--- src/rtl/rtc_cal_pkg.sv ---
package rtc_cal_pkg;
  localparam logic [1:0] ADDR_TIME  = 2'd0;
  localparam logic [1:0] ADDR_DATE  = 2'd1;
  localparam logic [1:0] ADDR_CTRL  = 2'd2;
  localparam logic [1:0] ADDR_PRESC = 2'd3;

  localparam int CB_INIT  = 0;
  localparam int CB_READY = 1;
  localparam int CB_SYNC  = 2;
  localparam int CB_SET   = 3;

  typedef struct packed {
    logic [7:0] yr;
    logic [4:0] mo;
    logic [2:0] wd;
    logic [5:0] dt;
    logic [5:0] hr;
    logic [6:0] mn;
    logic [6:0] sc;
  } cal_t;

  localparam cal_t CAL_RESET = '{yr: 8'h00, mo: 5'h01, wd: 3'd1, dt: 6'h01,
                                 hr: 6'h00, mn: 7'h00, sc: 7'h00};

  // Step a BCD value; returns 'first' after 'last'.
  function automatic logic [7:0] bcd_next(input logic [7:0] v,
                                          input logic [7:0] last,
                                          input logic [7:0] first);
    if (v == last) return first;
    if (v[3:0] >= 4'd9) return {v[7:4] + 4'd1, 4'd0};
    return {v[7:4], v[3:0] + 4'd1};
  endfunction

  function automatic logic [7:0] month_len(input logic [7:0] mo, input logic [7:0] yr);
    logic [6:0] y;
    y = 7'(yr[7:4]) * 7'd10 + 7'(yr[3:0]);
    case (mo)
      8'h02:                      return (y[1:0] == 2'b00) ? 8'h29 : 8'h28;
      8'h04, 8'h06, 8'h09, 8'h11: return 8'h30;
      default:                    return 8'h31;
    endcase
  endfunction

  function automatic logic [31:0] time_word(input cal_t c);
    return {10'b0, c.hr, 1'b0, c.mn, 1'b0, c.sc};
  endfunction

  function automatic logic [31:0] date_word(input cal_t c);
    return {8'b0, c.yr, c.wd, c.mo, 2'b0, c.dt};
  endfunction
endpackage

--- src/rtl/rtc_init_ctrl.sv ---
module rtc_init_ctrl #(
  parameter int SYNC_CE = 2
) (
  input  logic clk,
  input  logic rst_n,
  input  logic ce,
  input  logic wr_ctrl,
  input  logic init_in,
  input  logic sync_in,
  output logic init_req,
  output logic init_rdy,
  output logic sync_flag
);
  localparam int CW = $clog2(SYNC_CE + 1);
  localparam logic [CW-1:0] LAST = CW'(SYNC_CE - 1);

  logic [CW-1:0] icnt, scnt;
  logic          drop_init, drop_sync;

  assign drop_init = !init_req || (wr_ctrl && !init_in);
  assign drop_sync = init_req || (wr_ctrl && (init_in || !sync_in));

  always_ff @(posedge clk or negedge rst_n) begin
    if (!rst_n) begin
      init_req  <= 1'b0;
      init_rdy  <= 1'b0;
      sync_flag <= 1'b0;
      icnt      <= '0;
      scnt      <= '0;
    end else begin
      if (wr_ctrl) init_req <= init_in;

      if (drop_init) begin
        init_rdy <= 1'b0;
        icnt     <= '0;
      end else if (!init_rdy && ce) begin
        if (icnt == LAST) init_rdy <= 1'b1;
        else              icnt     <= icnt + 1'b1;
      end

      if (drop_sync) begin
        sync_flag <= 1'b0;
        scnt      <= '0;
      end else if (!sync_flag && ce) begin
        if (scnt == LAST) sync_flag <= 1'b1;
        else              scnt      <= scnt + 1'b1;
      end
    end
  end

  AST_READY_NEEDS_REQ: assert property (@(posedge clk) disable iff (!rst_n)
    init_rdy |-> init_req);
  AST_READY_ON_PULSE: assert property (@(posedge clk) disable iff (!rst_n)
    $rose(init_rdy) |-> ($past(ce) && $past(init_req)));
  AST_SYNC_LOW_IN_INIT: assert property (@(posedge clk) disable iff (!rst_n)
    init_rdy |-> !sync_flag);
  AST_SYNC_ON_PULSE: assert property (@(posedge clk) disable iff (!rst_n)
    $rose(sync_flag) |-> ($past(ce) && !$past(init_req)));
endmodule

--- src/rtl/rtc_prescaler.sv ---
module rtc_prescaler #(
  parameter int AW    = 7,
  parameter int SW    = 15,
  parameter int A_RST = 127,
  parameter int S_RST = 255
) (
  input  logic          clk,
  input  logic          rst_n,
  input  logic          ce,
  input  logic          hold,
  input  logic          ld,
  input  logic [AW-1:0] a_in,
  input  logic [SW-1:0] s_in,
  output logic [AW-1:0] a_div,
  output logic [SW-1:0] s_div,
  output logic          tick
);
  logic [AW-1:0] a_cnt;
  logic [SW-1:0] s_cnt;

  assign tick = ce && !hold && (a_cnt == '0) && (s_cnt == '0);

  always_ff @(posedge clk or negedge rst_n) begin
    if (!rst_n) begin
      a_div <= AW'(A_RST);
      s_div <= SW'(S_RST);
      a_cnt <= AW'(A_RST);
      s_cnt <= SW'(S_RST);
    end else begin
      if (ld) begin
        a_div <= a_in;
        s_div <= s_in;
      end
      if (hold) begin
        a_cnt <= a_div;
        s_cnt <= s_div;
      end else if (ce) begin
        if (a_cnt == '0) begin
          a_cnt <= a_div;
          s_cnt <= (s_cnt == '0) ? s_div : s_cnt - 1'b1;
        end else begin
          a_cnt <= a_cnt - 1'b1;
        end
      end
    end
  end

  AST_RELOAD_AFTER_TICK: assert property (@(posedge clk) disable iff (!rst_n)
    tick |=> (a_cnt == a_div && s_cnt == s_div));
endmodule

--- src/rtl/rtc_cal_counter.sv ---
module rtc_cal_counter
  import rtc_cal_pkg::*;
(
  input  logic        clk,
  input  logic        rst_n,
  input  logic        tick,
  input  logic        ld_time,
  input  logic        ld_date,
  input  logic [31:0] wdata,
  output cal_t        cal
);
  cal_t       nxt;
  logic [7:0] sc_n, mn_n, hr_n, dt_n, mo_n, yr_n;
  logic       c_s, c_m, c_h, c_d, c_mo;

  always_comb begin
    c_s  = ({1'b0, cal.sc} == 8'h59);
    c_m  = c_s && ({1'b0, cal.mn} == 8'h59);
    c_h  = c_m && ({2'b0, cal.hr} == 8'h23);
    c_d  = c_h && ({2'b0, cal.dt} == month_len({3'b0, cal.mo}, cal.yr));
    c_mo = c_d && ({3'b0, cal.mo} == 8'h12);
    sc_n = bcd_next({1'b0, cal.sc}, 8'h59, 8'h00);
    mn_n = bcd_next({1'b0, cal.mn}, 8'h59, 8'h00);
    hr_n = bcd_next({2'b0, cal.hr}, 8'h23, 8'h00);
    dt_n = bcd_next({2'b0, cal.dt}, month_len({3'b0, cal.mo}, cal.yr), 8'h01);
    mo_n = bcd_next({3'b0, cal.mo}, 8'h12, 8'h01);
    yr_n = bcd_next(cal.yr, 8'h99, 8'h00);
    nxt    = cal;
    nxt.sc = sc_n[6:0];
    if (c_s)  nxt.mn = mn_n[6:0];
    if (c_m)  nxt.hr = hr_n[5:0];
    if (c_h) begin
      nxt.wd = (cal.wd == 3'd7) ? 3'd1 : cal.wd + 3'd1;
      nxt.dt = dt_n[5:0];
    end
    if (c_d)  nxt.mo = mo_n[4:0];
    if (c_mo) nxt.yr = yr_n;
  end

  always_ff @(posedge clk or negedge rst_n) begin
    if (!rst_n) begin
      cal <= CAL_RESET;
    end else if (ld_time) begin
      cal.sc <= wdata[6:0];
      cal.mn <= wdata[14:8];
      cal.hr <= wdata[21:16];
    end else if (ld_date) begin
      cal.dt <= wdata[5:0];
      cal.mo <= wdata[12:8];
      cal.wd <= wdata[15:13];
      cal.yr <= wdata[23:16];
    end else if (tick) begin
      cal <= nxt;
    end
  end

  AST_SEC_WRAP: assert property (@(posedge clk) disable iff (!rst_n)
    (tick && cal.sc == 7'h59) |=> (cal.sc == 7'h00));
  AST_DAY_STEP: assert property (@(posedge clk) disable iff (!rst_n)
    (tick && cal.sc == 7'h59 && cal.mn == 7'h59 && cal.hr == 6'h23)
      |=> (cal.hr == 6'h00 && cal.wd != $past(cal.wd)));
endmodule

--- src/rtl/rtc_bcd_core.sv ---
module rtc_bcd_core
  import rtc_cal_pkg::*;
#(
  parameter int ASYNC_W   = 7,
  parameter int SYNC_W    = 15,
  parameter int ASYNC_RST = 127,
  parameter int SYNC_RST  = 255,
  parameter int SYNC_CE   = 2
) (
  input  logic        clk,
  input  logic        rst_n,
  input  logic        rtc_ce,
  input  logic        reg_wr,
  input  logic [1:0]  reg_addr,
  input  logic [31:0] reg_wdata,
  output logic [31:0] reg_rdata
);
  localparam int A_LSB = 16;

  cal_t               cal;
  logic               init_req, init_rdy, sync_flag, tick;
  logic               ld_time, ld_date, ld_presc, wr_ctrl;
  logic [ASYNC_W-1:0] a_div;
  logic [SYNC_W-1:0]  s_div;
  logic [31:0]        time_sh, date_sh, presc_word, ctrl_word;

  assign wr_ctrl  = reg_wr && (reg_addr == ADDR_CTRL);
  assign ld_time  = reg_wr && (reg_addr == ADDR_TIME)  && init_rdy;
  assign ld_date  = reg_wr && (reg_addr == ADDR_DATE)  && init_rdy;
  assign ld_presc = reg_wr && (reg_addr == ADDR_PRESC) && init_rdy;

  rtc_init_ctrl #(.SYNC_CE(SYNC_CE)) u_ctrl (
    .clk(clk), .rst_n(rst_n), .ce(rtc_ce), .wr_ctrl(wr_ctrl),
    .init_in(reg_wdata[CB_INIT]), .sync_in(reg_wdata[CB_SYNC]),
    .init_req(init_req), .init_rdy(init_rdy), .sync_flag(sync_flag));

  rtc_prescaler #(.AW(ASYNC_W), .SW(SYNC_W), .A_RST(ASYNC_RST), .S_RST(SYNC_RST)) u_presc (
    .clk(clk), .rst_n(rst_n), .ce(rtc_ce), .hold(init_req), .ld(ld_presc),
    .a_in(reg_wdata[A_LSB +: ASYNC_W]), .s_in(reg_wdata[SYNC_W-1:0]),
    .a_div(a_div), .s_div(s_div), .tick(tick));

  rtc_cal_counter u_cal (
    .clk(clk), .rst_n(rst_n), .tick(tick), .ld_time(ld_time),
    .ld_date(ld_date), .wdata(reg_wdata), .cal(cal));

  always_ff @(posedge clk or negedge rst_n) begin
    if (!rst_n) begin
      time_sh <= time_word(CAL_RESET);
      date_sh <= date_word(CAL_RESET);
    end else if (rtc_ce) begin
      time_sh <= time_word(cal);
      date_sh <= date_word(cal);
    end
  end

  always_comb begin
    presc_word = '0;
    presc_word[SYNC_W-1:0]       = s_div;
    presc_word[A_LSB +: ASYNC_W] = a_div;
    ctrl_word = '0;
    ctrl_word[CB_INIT]  = init_req;
    ctrl_word[CB_READY] = init_rdy;
    ctrl_word[CB_SYNC]  = sync_flag;
    ctrl_word[CB_SET]   = (cal.yr != 8'h00);
    case (reg_addr)
      ADDR_TIME: reg_rdata = time_sh;
      ADDR_DATE: reg_rdata = date_sh;
      ADDR_CTRL: reg_rdata = ctrl_word;
      default:   reg_rdata = presc_word;
    endcase
  end

  AST_PRESC_WR_IGNORED: assert property (@(posedge clk) disable iff (!rst_n)
    (reg_wr && reg_addr == ADDR_PRESC && !init_rdy) |=> $stable(presc_word));
  AST_FROZEN_IN_INIT: assert property (@(posedge clk) disable iff (!rst_n)
    (init_rdy && !ld_time && !ld_date) |=> $stable(cal));
endmodule

--- config.mk ---
export PLATFORM = sky130hd
export DESIGN_NAME = rtc_bcd_core
export DESIGN_NICKNAME = d
export VERILOG_FILES = /design/src/rtl/rtc_cal_pkg.sv /design/src/rtl/rtc_init_ctrl.sv /design/src/rtl/rtc_prescaler.sv /design/src/rtl/rtc_cal_counter.sv /design/src/rtl/rtc_bcd_core.sv
export SDC_FILE = /design/constraint.sdc
export NUM_CORES = 1
export LEC_CHECK = 0
export ABC_CLOCK_PERIOD_IN_PS = 3300
export CAP_MARGIN = 20
export CELL_PAD_IN_SITES_DETAIL_PLACEMENT = 0
export CELL_PAD_IN_SITES_GLOBAL_PLACEMENT = 2
export CORE_MARGIN = 10
export CORE_UTILIZATION = 42
export CTS_CLUSTER_SIZE = 28
export DETAILED_ROUTE_END_ITERATION = 10
export DONT_BUFFER_PORTS = 1
export MAX_ROUTING_LAYER = met4
export PLACE_DENSITY_LB_ADDON = 0.08
export SYNTH_ARGS = -nofsm -noshare
export SYNTH_HDL_FRONTEND = slang
export SYNTH_HIERARCHICAL = 1
export SYNTH_SLANG_ARGS = --single-unit
--- constraint.sdc ---
create_clock -name clk -period 3.3 [get_ports clk]
set_clock_uncertainty 0.2 [all_clocks]
set_input_delay 0.165 -clock clk [delete_from_list [all_inputs] [get_ports clk]]
set_output_delay 0.165 -clock clk [all_outputs]
set_load 0.03 [all_outputs]
==> results of run 1 <==
-- synth_stat cells (4+ instances only) --
| cell type | instances | area share [%] |
|---|---|---|
| nand3_1 | 20 | 1.3 |
| nor2_1 | 50 | 2.4 |
| clkbuf_1 | 13 | 0.62 |
| a22oi_1 | 10 | 0.95 |
| inv_1 | 39 | 1.9 |
| nor4_1 | 4 | 0.32 |
| or3_1 | 8 | 0.64 |
| nor3b_1 | 6 | 0.57 |
| o21ai_0 | 33 | 2.1 |
| o31ai_1 | 11 | 1.0 |
| a221oi_1 | 4 | 0.45 |
| a2bb2oi_1 | 4 | 0.45 |
| a21oi_1 | 35 | 2.2 |
| buf_2 | 6 | 0.38 |
| mux2_2 | 66 | 9.4 |
| nor3_1 | 11 | 0.70 |
| nand2b_1 | 7 | 0.56 |
| buf_6 | 6 | 0.86 |
| and3_1 | 5 | 0.40 |
| o211ai_1 | 5 | 0.48 |
| buf_4 | 11 | 1.0 |
| nor2b_1 | 7 | 0.56 |
| a21o_1 | 4 | 0.38 |
| nand2_1 | 56 | 2.7 |
| a32oi_1 | 4 | 0.45 |
| ha_1 | 35 | 5.6 |
| nand4_1 | 11 | 0.87 |
| mux2i_1 | 27 | 3.4 |
| a31oi_1 | 6 | 0.48 |
| a221o_1 | 5 | 0.64 |
| xnor2_1 | 5 | 0.56 |
| o22ai_1 | 4 | 0.32 |
| dfrtp_1 | 99 | 31 |
| a211oi_1 | 10 | 0.95 |
| o21ai_1 | 19 | 1.2 |
| buf_1 | 5 | 0.24 |
| dfstp_2 | 36 | 12 |
-- repair_timing --
item	CTS	global route
setup endpoints to repair	0	8
endpoints found under the hold margin	256	135
gates resized for setup	0	2
-- cell families (layout without fill, tap and decap cells) --
| family | count (synthesis) | count (layout) | share of synthesized area [%] |
|---|---|---|---|
| compound gates | 181 | 181 | 15.4 |
| xor+xnor | 5 | 5 | 0.557 |
| fa+ha+maj | 35 | 35 | 5.57 |
| buf+inv | 83 | 126 | 5.33 |
| flops | 135 | 135 | 43.5 |
| mux | 97 | 97 | 13.9 |
| other cells | 1 | 9 | 0.0477 |
| simple gates | 221 | 221 | 15.7 |
-- per-stage QoR --
step	power, µW	setup slack (ns)
finish	6540	0.187
global route	6960	0.00723
CTS	6600	0.0512
detailed placement	4490	0.203
global placement	4420	0.284
floorplan	4040	0.255
-- per-layer routing --
layer	wire [µm]	vias to the layer above	GRT usage, %	share of wire [%]
met3	862	31	3.92	3.9
met5	0	-	-	0
met4	410	0	6.02	1.9
met2	10300	118	28.3	47
met1	10400	3038	25.0	47
li1	-	2858	-	-
-- how the worst max path moves through the flow --
| stage | start | endpoint | slack (ns) | cells past startpoint |
|---|---|---|---|---|
| floorplan | u_presc/s_cnt[0]$_DFFE_PN1P_ | u_cal/cal[38]$_DFFE_PN0P_ | 0.26 | 11 |
| global placement | u_cal/cal[29]$_DFFE_PN1P_ | u_cal/cal[38]$_DFFE_PN0P_ | 0.28 | 8 |
| detailed placement | u_cal/cal[29]$_DFFE_PN1P_ | u_cal/cal[38]$_DFFE_PN0P_ | 0.20 | 8 |
| CTS | u_ctrl/init_rdy$_DFFE_PN0P_ | u_cal/cal[35]$_DFFE_PN0P_ | 0.05 | 10 |
| global route | u_ctrl/init_rdy$_DFFE_PN0P_ | u_cal/cal[35]$_DFFE_PN0P_ | 0.007 | 10 |
| finish | u_cal/cal[29]$_DFFE_PN1P_ | u_cal/cal[35]$_DFFE_PN0P_ | 0.19 | 9 |
-- registers in the layout, summed over array words and instances, names as in the netlist --
name,cells
u_presc/a_div,7
u_ctrl/icnt,2
u_presc/s_cnt,15
u_presc/a_cnt,7
date_sh,22
u_ctrl/scnt,2
u_presc/s_div,15
u_ctrl/init_rdy,1
u_cal/cal,42
time_sh,20
u_ctrl/sync_flag,1
u_ctrl/init_req,1
-- power groups by stage --
stage | combinational, µW | sequential (µW) | clock, µW
after floorplan | 1440 | 2600 | 0
after global placement | 1630 | 2790 | 0
after detailed placement | 1680 | 2810 | 0
after CTS | 1750 | 2790 | 2060
after global routing | 1970 | 2860 | 2130
final | 1740 | 2790 | 2010
-- area by class of cell --
type	count	share of cell area, %
clock buffer	19	4.78
inverter	39	1.62
tap	229	3.16
clock inverter	13	2.02
timing repair buffer	55	5.67
antenna	1	0.0276
sequential	135	37.8
multi-input combinational	547	45.0
-- layout by cell type, fill, tap and decap left out, types with 7 or more instances in the layout --
| master | netlist | final |
|---|---|---|
| o21ai_1 | 19 | 19 |
| mux2_2 | 66 | 66 |
| mux2i_1 | 27 | 27 |
| buf_4 | 11 | 22 |
| a22oi_1 | 10 | 10 |
| nor2b_1 | 7 | 7 |
| dfstp_2 | 36 | 36 |
| nor3_1 | 11 | 10 |
| a21oi_1 | 35 | 35 |
| ha_1 | 35 | 35 |
| dlygate4sd3_1 | 0 | 31 |
| nand2b_1 | 7 | 7 |
| o31ai_1 | 11 | 11 |
| a211oi_1 | 10 | 10 |
| nor2_1 | 50 | 48 |
| dfrtp_1 | 99 | 99 |
| o21ai_0 | 33 | 33 |
| nand2_1 | 56 | 56 |
| inv_1 | 39 | 39 |
| nand4_1 | 11 | 11 |
| clkbuf_16 | 0 | 17 |
| nand3_1 | 20 | 20 |
| conb_1 | 1 | 8 |
| or3_1 | 8 | 8 |
==> flow_results.org, run 1 <==
** Worst hold path
- Hold/Removal Path Class :: primary input to asynchronous set/reset pin

** Place
- Once placement completed, the tool counted placed cells totaling 973.
- Port Buf Inserts :: 0
- Gp weighted congestion :: between 0.7 and 0.8
- Placed instance area :: 8100 µm²
- After legalization and detailed placement, the total HPWL measured ~15000 µm.

** Global routing
- First-pass GRT wire length :: around 35000 µm
- Largest net degree at the start of global routing :: 136
- For this run the aggregate overflow at the end of global routing stands at 0.
- Via count of the first global-routing pass :: 6103
- Across every metal layer, demand over resource in global routing totals about a fifth.
- Number of antenna violations at the first check in global routing :: 1

** STA
- Dividing the final minimum period by the clock period gives a little over nine tenths.
- Highest Clock Rate :: approximately 320 MHz
- Measured against its own limit, the worst slew margin works out to ~36%.
- Worst hold margin :: -0.762 ns
- Final critical path time including I/O delays and setup :: 3.11 ns
- Final slew viol count :: 0
- Setup repair after global routing left no endpoint under its margin.
- Final Hold Vio Count :: between 100 and 150
- Final setup violation count :: 0
- At the pin with the least slew margin, the transition time is ~0.96 ns.
- Setup total negative slack :: 0 ns

** Setup path
- Setup slack on the worst reg-to-reg path comes out at 0.19 ns.
- STA classifies the critical path endpoint as a flip-flop.
- The startpoint identified for the worst register-to-register timing path is u_cal/cal[29]$_DFFE_PN1P_.
- The critical path is of the flip-flop to flip-flop type.
- Cells traversed along the worst timing path :: inv_1 > ha_1 > nor4b_2 > or3_1 > a2111oi_4 > a31oi_2 > buf_4 > nor2_1 > mux2i_1
- The worst register-to-register path ends at u_cal/cal[35]$_DFFE_PN0P_.
- Length in cells of the worst reg-to-reg path :: 9
- At the worst endpoint, the required time is 3.45 ns.
- Together, buffers and inverters on the worst path number 2.
- Crit start category :: flip-flop
- Along the worst path, the maximum fanout reaches 9.
- Master of the slowest instance on the critical path :: dfstp_2
- On the worst path, the slowest cell contributes a delay of approximately 0.57 ns.
- Top delay family on crit path :: simple AND/OR/NAND/NOR gates
- Data arrival time of the critical path :: 3.26 ns

** Floorplanning
- Chip height :: ~160 µm
- In this run the count of I/O pins placed on the die edge is 70.
- # rows :: 49
- The die covers between 20000 and 25000 µm².
- The initial utilization of the core area, before any placement, comes to a little over two fifths.
- The core region is between 15000 and 20000 µm².
- The die is around 160 µm wide.

** Power
- Cell internal power was estimated by the tool at approximately 4300 µW.
- Summed over all cells, the static leakage comes to between 0.003 and 0.004 µW.
- Worst vdd ir :: roughly 390 µV
- Gate power share :: a little over a quarter
- P_sw :: around 2300 µW
- Switching share of power :: 34.4%
- In this run, the clock network consumes a little under a third of the power.
- Dividing total power by cell area gives a power density of around 720 nW/µm².
- Sequential cells burn between 40% and 50% of the power.

** Finish
- Sequential Area :: ~3400 µm²
- Final standard cell utilization of the core :: around half
- Net total in the final layout :: 868
- Layout cells sized above 1 :: 23.4%
- Compared with the post-synthesis result, the final layout area differs by 15.2%.
- Final instance area :: approximately 9100 µm²
- Area occupied by multi-input gates :: approximately 4100 µm²
- Non-filler cells in the finished layout :: slightly above 1000
- After filler insertion, the fill cell instance count of the layout stands at between 1500 and 2000.

** Clock network
- Count of clock tree sinks :: about 140
- CTS built an H-tree with a depth of 4.
- Buffers inserted during clock tree synthesis total 17.
- TritonCTS built the clock tree.
- Root cell of the clock tree :: clkbuf_16
- Count of buffers added by post-CTS timing repair for setup :: 0
- The clock reaches the later pin of the worst-skew pair after between 0.4 and 0.5 ns.
- Post-cts hold buffer count :: 32
- The clock passes through at most 2 buffers.
- After clock tree synthesis, the clock-pin slew on the worst setup and hold paths is ~0.060 ns.

** Synth
- Counting flops with a built-in enable in the synthesized netlist gives 0.
- Cell variety after synth :: 84
- Most used DFF post-synth :: dfrtp_1
- Synthesis produced approximately 760 cells.
- Each instance of the synthesized netlist takes up on average 10.4 µm².
- Post-Syn Area :: a little under 8000 µm²
- The Yosys step of the flow raised 6 warnings.
- Flip-flop and latch count after synthesis :: approximately 140
- For this run, asynchronously set or reset flops after synthesis account for 100%.
- Portion of the post-synthesis area used by sequential elements :: roughly 44%

** Drt
- Before antenna repair, the detailed router went through 5 iterations.
- After detailed routing, the average wire length per cell comes to 21.1 µm.
- After detailed routing, the number of remaining DRC violations is 0.
- Wires add up to between 20000 and 25000 µm.
- Number of design-rule violations left by the first detailed-router iteration :: 358
- Number of vias in the routed layout :: just over 6000
- Via-to-Cell Ratio :: 5.82
- The detail route stage leaves a number of antenna-violating nets equal to 0.

** Outcome
- Status :: finished, violations left
- Violations in the final reports :: negative hold slack

** Run
- Across the run, the number of max-cap violations was 0.
Note: power is estimated with default switching activity, not from simulation.
==> run 2: changes to the inputs <==
BUFFER_PORTS_ARGS = -buffer_cell sky130_fd_sc_hd__buf_2   (was not set)
CELL_PAD_IN_SITES_DETAIL_PLACEMENT = not set   (was 0)
CELL_PAD_IN_SITES_GLOBAL_PLACEMENT = not set   (was 2)
CORE_UTILIZATION = 62   (was 42)
CTS_BUF_LIST = sky130_fd_sc_hd__clkbuf_8   (was not set)
DONT_BUFFER_PORTS = not set   (was 1)
==> run 2 against run 1 <==
The run now ends clean. First-iteration DRC count is 97% higher. Non-clock buffer count is 41 higher. Utilization increased by 22 points. Wire length shrank 8.8%. Combinational power is 6% higher. Worst hold slack gained 0.82 ns. Sequential share of layout area increased by 0.32 points. Register-to-register slack got worse by 0.06 ns. Final cell count down 1.6%. Critical path depth unchanged. Flip-flop and latch count stayed put. Clock-buffer cell count did not move.
==> flow_results.org, run 2 (same netlist as run 1, synthesis figures left out) <==
** Clock network
- H-tree Lvls :: 4 (unchanged)
- The clock edge transition at the registers on the reported setup and hold paths was 0.07 ns (about the same).
- The TritonCTS sink count was 135 (unchanged).
- The tree is rooted in a clkbuf_8.
- The buffer count from post-CTS setup fixing was 0 (unchanged).
- The number of buffers created by CTS is 17 (unchanged).
- The clock tree buffer depth was 2 (unchanged).
- TritonCTS built the clock tree.
- The source-to-sink clock delay at the later pin of the worst-skew pair came to 0.45 ns (+0.02 ns).

** Setup path
- Reg-to-Reg Start :: u_cal/cal[29]$_DFFE_PN1P_
- The data required time of the worst path is 3.43 ns (-0.02 ns).
- Critical Setup Path Class :: flip-flop to flip-flop
- The cell count of the worst reg-to-reg path was 9 (unchanged).
- Cell with the most instances on the worst path :: o31ai_1
- The number of buffers and inverters on the critical path is 2 (unchanged).
- Worst setup slack for register-to-register paths :: 0.13 ns (-0.06 ns)
- Capture instance of the worst register-to-register path :: u_cal/cal[36]$_DFFE_PN0P_
- The slowest stage of the critical path is the dfstp_2 cell.
- STA classifies the critical path startpoint as a flip-flop.
- The critical path depth in cells is 9 (unchanged).
- In this run the worst setup path begins at u_cal/cal[29]$_DFFE_PN1P_.
- In this run the worst setup path terminates at u_cal/cal[36]$_DFFE_PN0P_.
- The kind of cell with the highest combined delay along the critical path is compound AO/OA/AOI/OAI gates.
- Data arrival time of the critical path :: 3.30 ns (+0.04 ns)
- Largest stage delay on the critical path :: 0.58 ns (about the same)
- Cells traversed along the worst timing path :: inv_1 > ha_1 > nor4b_2 > or3_1 > a2111oi_4 > a31oi_2 > buf_4 > o31ai_1 > o31ai_1
- Critical Path Sink Type :: flip-flop
- Critical-path maximum fanout :: 12 (+3)

** Floorplanning
- IO Count :: 70 (unchanged)
- The initial core utilization came to 62.9% (+20 points).
- The area of the core is 12500 µm² (-31%).
- The height of the die was 133 µm (-15%).
- # rows :: 41 (-16%)
- Total die area :: 17600 µm² (-28%)
- Die span in x :: 133 µm (-15%)

** STA
- The final count of pins violating max slew was 0 (unchanged).
- The number of endpoints with negative hold slack in the final report was 0 (-100%).
- The post-layout worst setup margin is 0.131 ns (-0.0552 ns).
- Setup repair after global routing left no endpoint under its margin.
- The worst slew margin relative to its limit is 43.6% (+7.9 points).
- Setup total negative slack :: 0 ns (unchanged)
- The worst hold slack was 0.0583 ns (+0.821 ns).
- The transition at the pin with the smallest max-transition slack is 0.847 ns (-0.109 ns).
- The maximum clock frequency is 316 MHz (-1.7%).
- Final critical path time including I/O delays and setup :: 3.17 ns (+0.0552 ns)
- Post-route fraction of the period consumed by the critical path :: 96.0% (+1.7 points)
- The total of endpoints with negative setup slack in the final report is 0 (unchanged).

** Finish
- Non-filler cells in the finished layout :: 1021 (-1.6%)
- Most common cell after layout, fill and taps aside :: dfrtp_1
- Layout overhead on the synthesized area :: 14.2%
- Top library cells by usage in the layout, fill and taps aside :: dfrtp_1 (99), mux2_2 (66), nand2_1 (56)
- Final instance area :: 8990 µm² (-0.83%)
- The final-layout fill cell count is 967 (-42%).
- Net total in the final layout :: 909 (+4.7%)
- Counting flops per register, the top entry is u_cal/cal.
- The flip-flop count of the largest register, all copies and words added was 42 (unchanged).
- The share of cells above drive strength 1 came to 28.2% (+4.8 points).
- Leading registers by flop count :: u_cal/cal: 42 flops, date_sh: 22 flops, time_sh: 20 flops
- Antenna cell count :: 0 (-1)

** Drt
- The post-route DRC violation count was 0 (unchanged).
- Post-detailed-route count of antenna-violating nets :: 0 (unchanged)
- Via-to-Cell Ratio :: 6.26 (+7.5%)
- Mean routed wirelength per cell :: 19.6 µm (-7.3%)
- The starting DRC count in detailed routing was 707 (+97%).
- WL final :: 20000 µm (-8.8%)
- First-pass DRT Iterations :: 8 (+3)
- Number of vias in the routed layout :: 6391 (+5.7%)

** Place
- The number of cells after detailed placement is 963 (-1.0%).
- The count of input and output buffers was 53 (+53).
- Placed instance area :: 8270 µm² (+2.1%)
- DP Worst Slack :: 0.104 ns (-0.0987 ns)
- Gp weighted congestion :: 0.902 (+14%)
- The placed wire-length estimate after detailed placement is 14000 µm (-7.7%).

** Global routing
- The number of global-route vias before repair came to 6472 (+6.0%).
- The total congestion overflow after global routing was 0 (unchanged).
- All-layer global routing usage :: 23.7% (+4.8 points)
- Number of antenna violations at the first check in global routing :: 0 (-1)
- The maximum number of pins on one net before global-route repair was 73 (-46%).
- First-pass GRT wire length :: 33200 µm (-5.4%)

** Power
- The net switching power was 2210 µW (-1.9%).
- Gate power share :: 30.1% (+3.5 points)
- The power per cell area was 682 nW/µm² (-5.5%).
- Switching share of power :: 36.0% (+1.6 points)
- Leakage component of the power :: 0.00388 µW (+3.0%)
- The part of the total power dissipated in the clock network came to 24.7% (-6.0 points).
- The internal power consumption came to 3920 µW (-8.5%).
- The power share of the sequential group is 45.2% (+2.6 points).
- Worst vdd ir :: 360 µV (-8.7%)

** Run
- The max-capacitance violation count was 0 (unchanged).

** Worst hold path
- The path class of the tightest hold or removal check is primary input to flip-flop.

** Outcome
- The flow ran to the end, and the final reports show no timing, DRC or antenna violations.
## run 2: cell types whose count changed in the layout (fill, tap and decap cells not counted), moves of 2 or more
cell | before | now
dlygate4sd3_1 | 31 | 26
clkbuf_16 | 17 | 0
buf_4 | 22 | 16
clkbuf_8 | 0 | 19
clkinvlp_4 | 4 | 1
buf_2 | 0 | 52
clkbuf_1 | 2 | 0
## run 2: area by class of cell
class	instances	area [µm²]	share of cell area (%)
clock buffer	19	262	2.91
clock inverter	13	178	1.98
inverter	39	146	1.63
multi-input combinational	547	4090	45.5
sequential	135	3420	38.1
tap	172	215	2.39
timing repair buffer	96	672	7.48
## run 2: worst min-delay path by stage
stage | from | endpoint | slack (ns) | cells past startpoint
floorplan | rst_n | date_sh[10]$_DFFE_PN0P_ | -0.33 | 0
global placement | rst_n | time_sh[0]$_DFFE_PN0P_ | 0.02 | 1
detailed placement | rst_n | time_sh[0]$_DFFE_PN0P_ | 0.02 | 1
CTS | rtc_ce | u_presc/s_cnt[9]$_DFFE_PN0P_ | 0.03 | 3
global route | rtc_ce | u_presc/s_cnt[9]$_DFFE_PN0P_ | 0.07 | 3
finish | rtc_ce | u_presc/s_cnt[9]$_DFFE_PN0P_ | 0.06 | 3
## run 2: worst min-delay path, cell delays in order
cell	delay [ns]
buf_2	0.11
nand4_1	0.23
o311ai_1	0.15
## run 2: per-layer routing
metal,wire length (µm),GRT usage (%),share of wire (%)
met5,0,-,0
met3,1040,4.50,5.2
met1,8880,29.5,44
met2,9730,38.3,49
met4,342,7.21,1.7
## run 2: timing repair
item,4_1_cts,5_1_grt
hold buffers,26,0
resized for setup,0,4
hold endpoints to repair,139,0
setup endpoints to repair,0,14
## run 2: power by group through the flow
stage | registers (µW) | clock network (µW) | logic [µW]
2_1_floorplan | 2600 | 0 | 1440
3_3_place_gp | 2750 | 0 | 1720
3_5_place_dp | 2790 | 0 | 1800
4_1_cts | 2760 | 1530 | 1840
5_1_grt | 2840 | 1610 | 2050
6_report | 2770 | 1510 | 1850
## run 2: through the flow
step / power, µW / utilization (%)
5_1_grt: 6500 / 71.8
3_3_place_gp: 4470 / 66.1
4_1_cts: 6130 / 71.6
2_1_floorplan: 4040 / -
6_report: 6130 / 71.8
3_5_place_dp: 4580 / 66.1
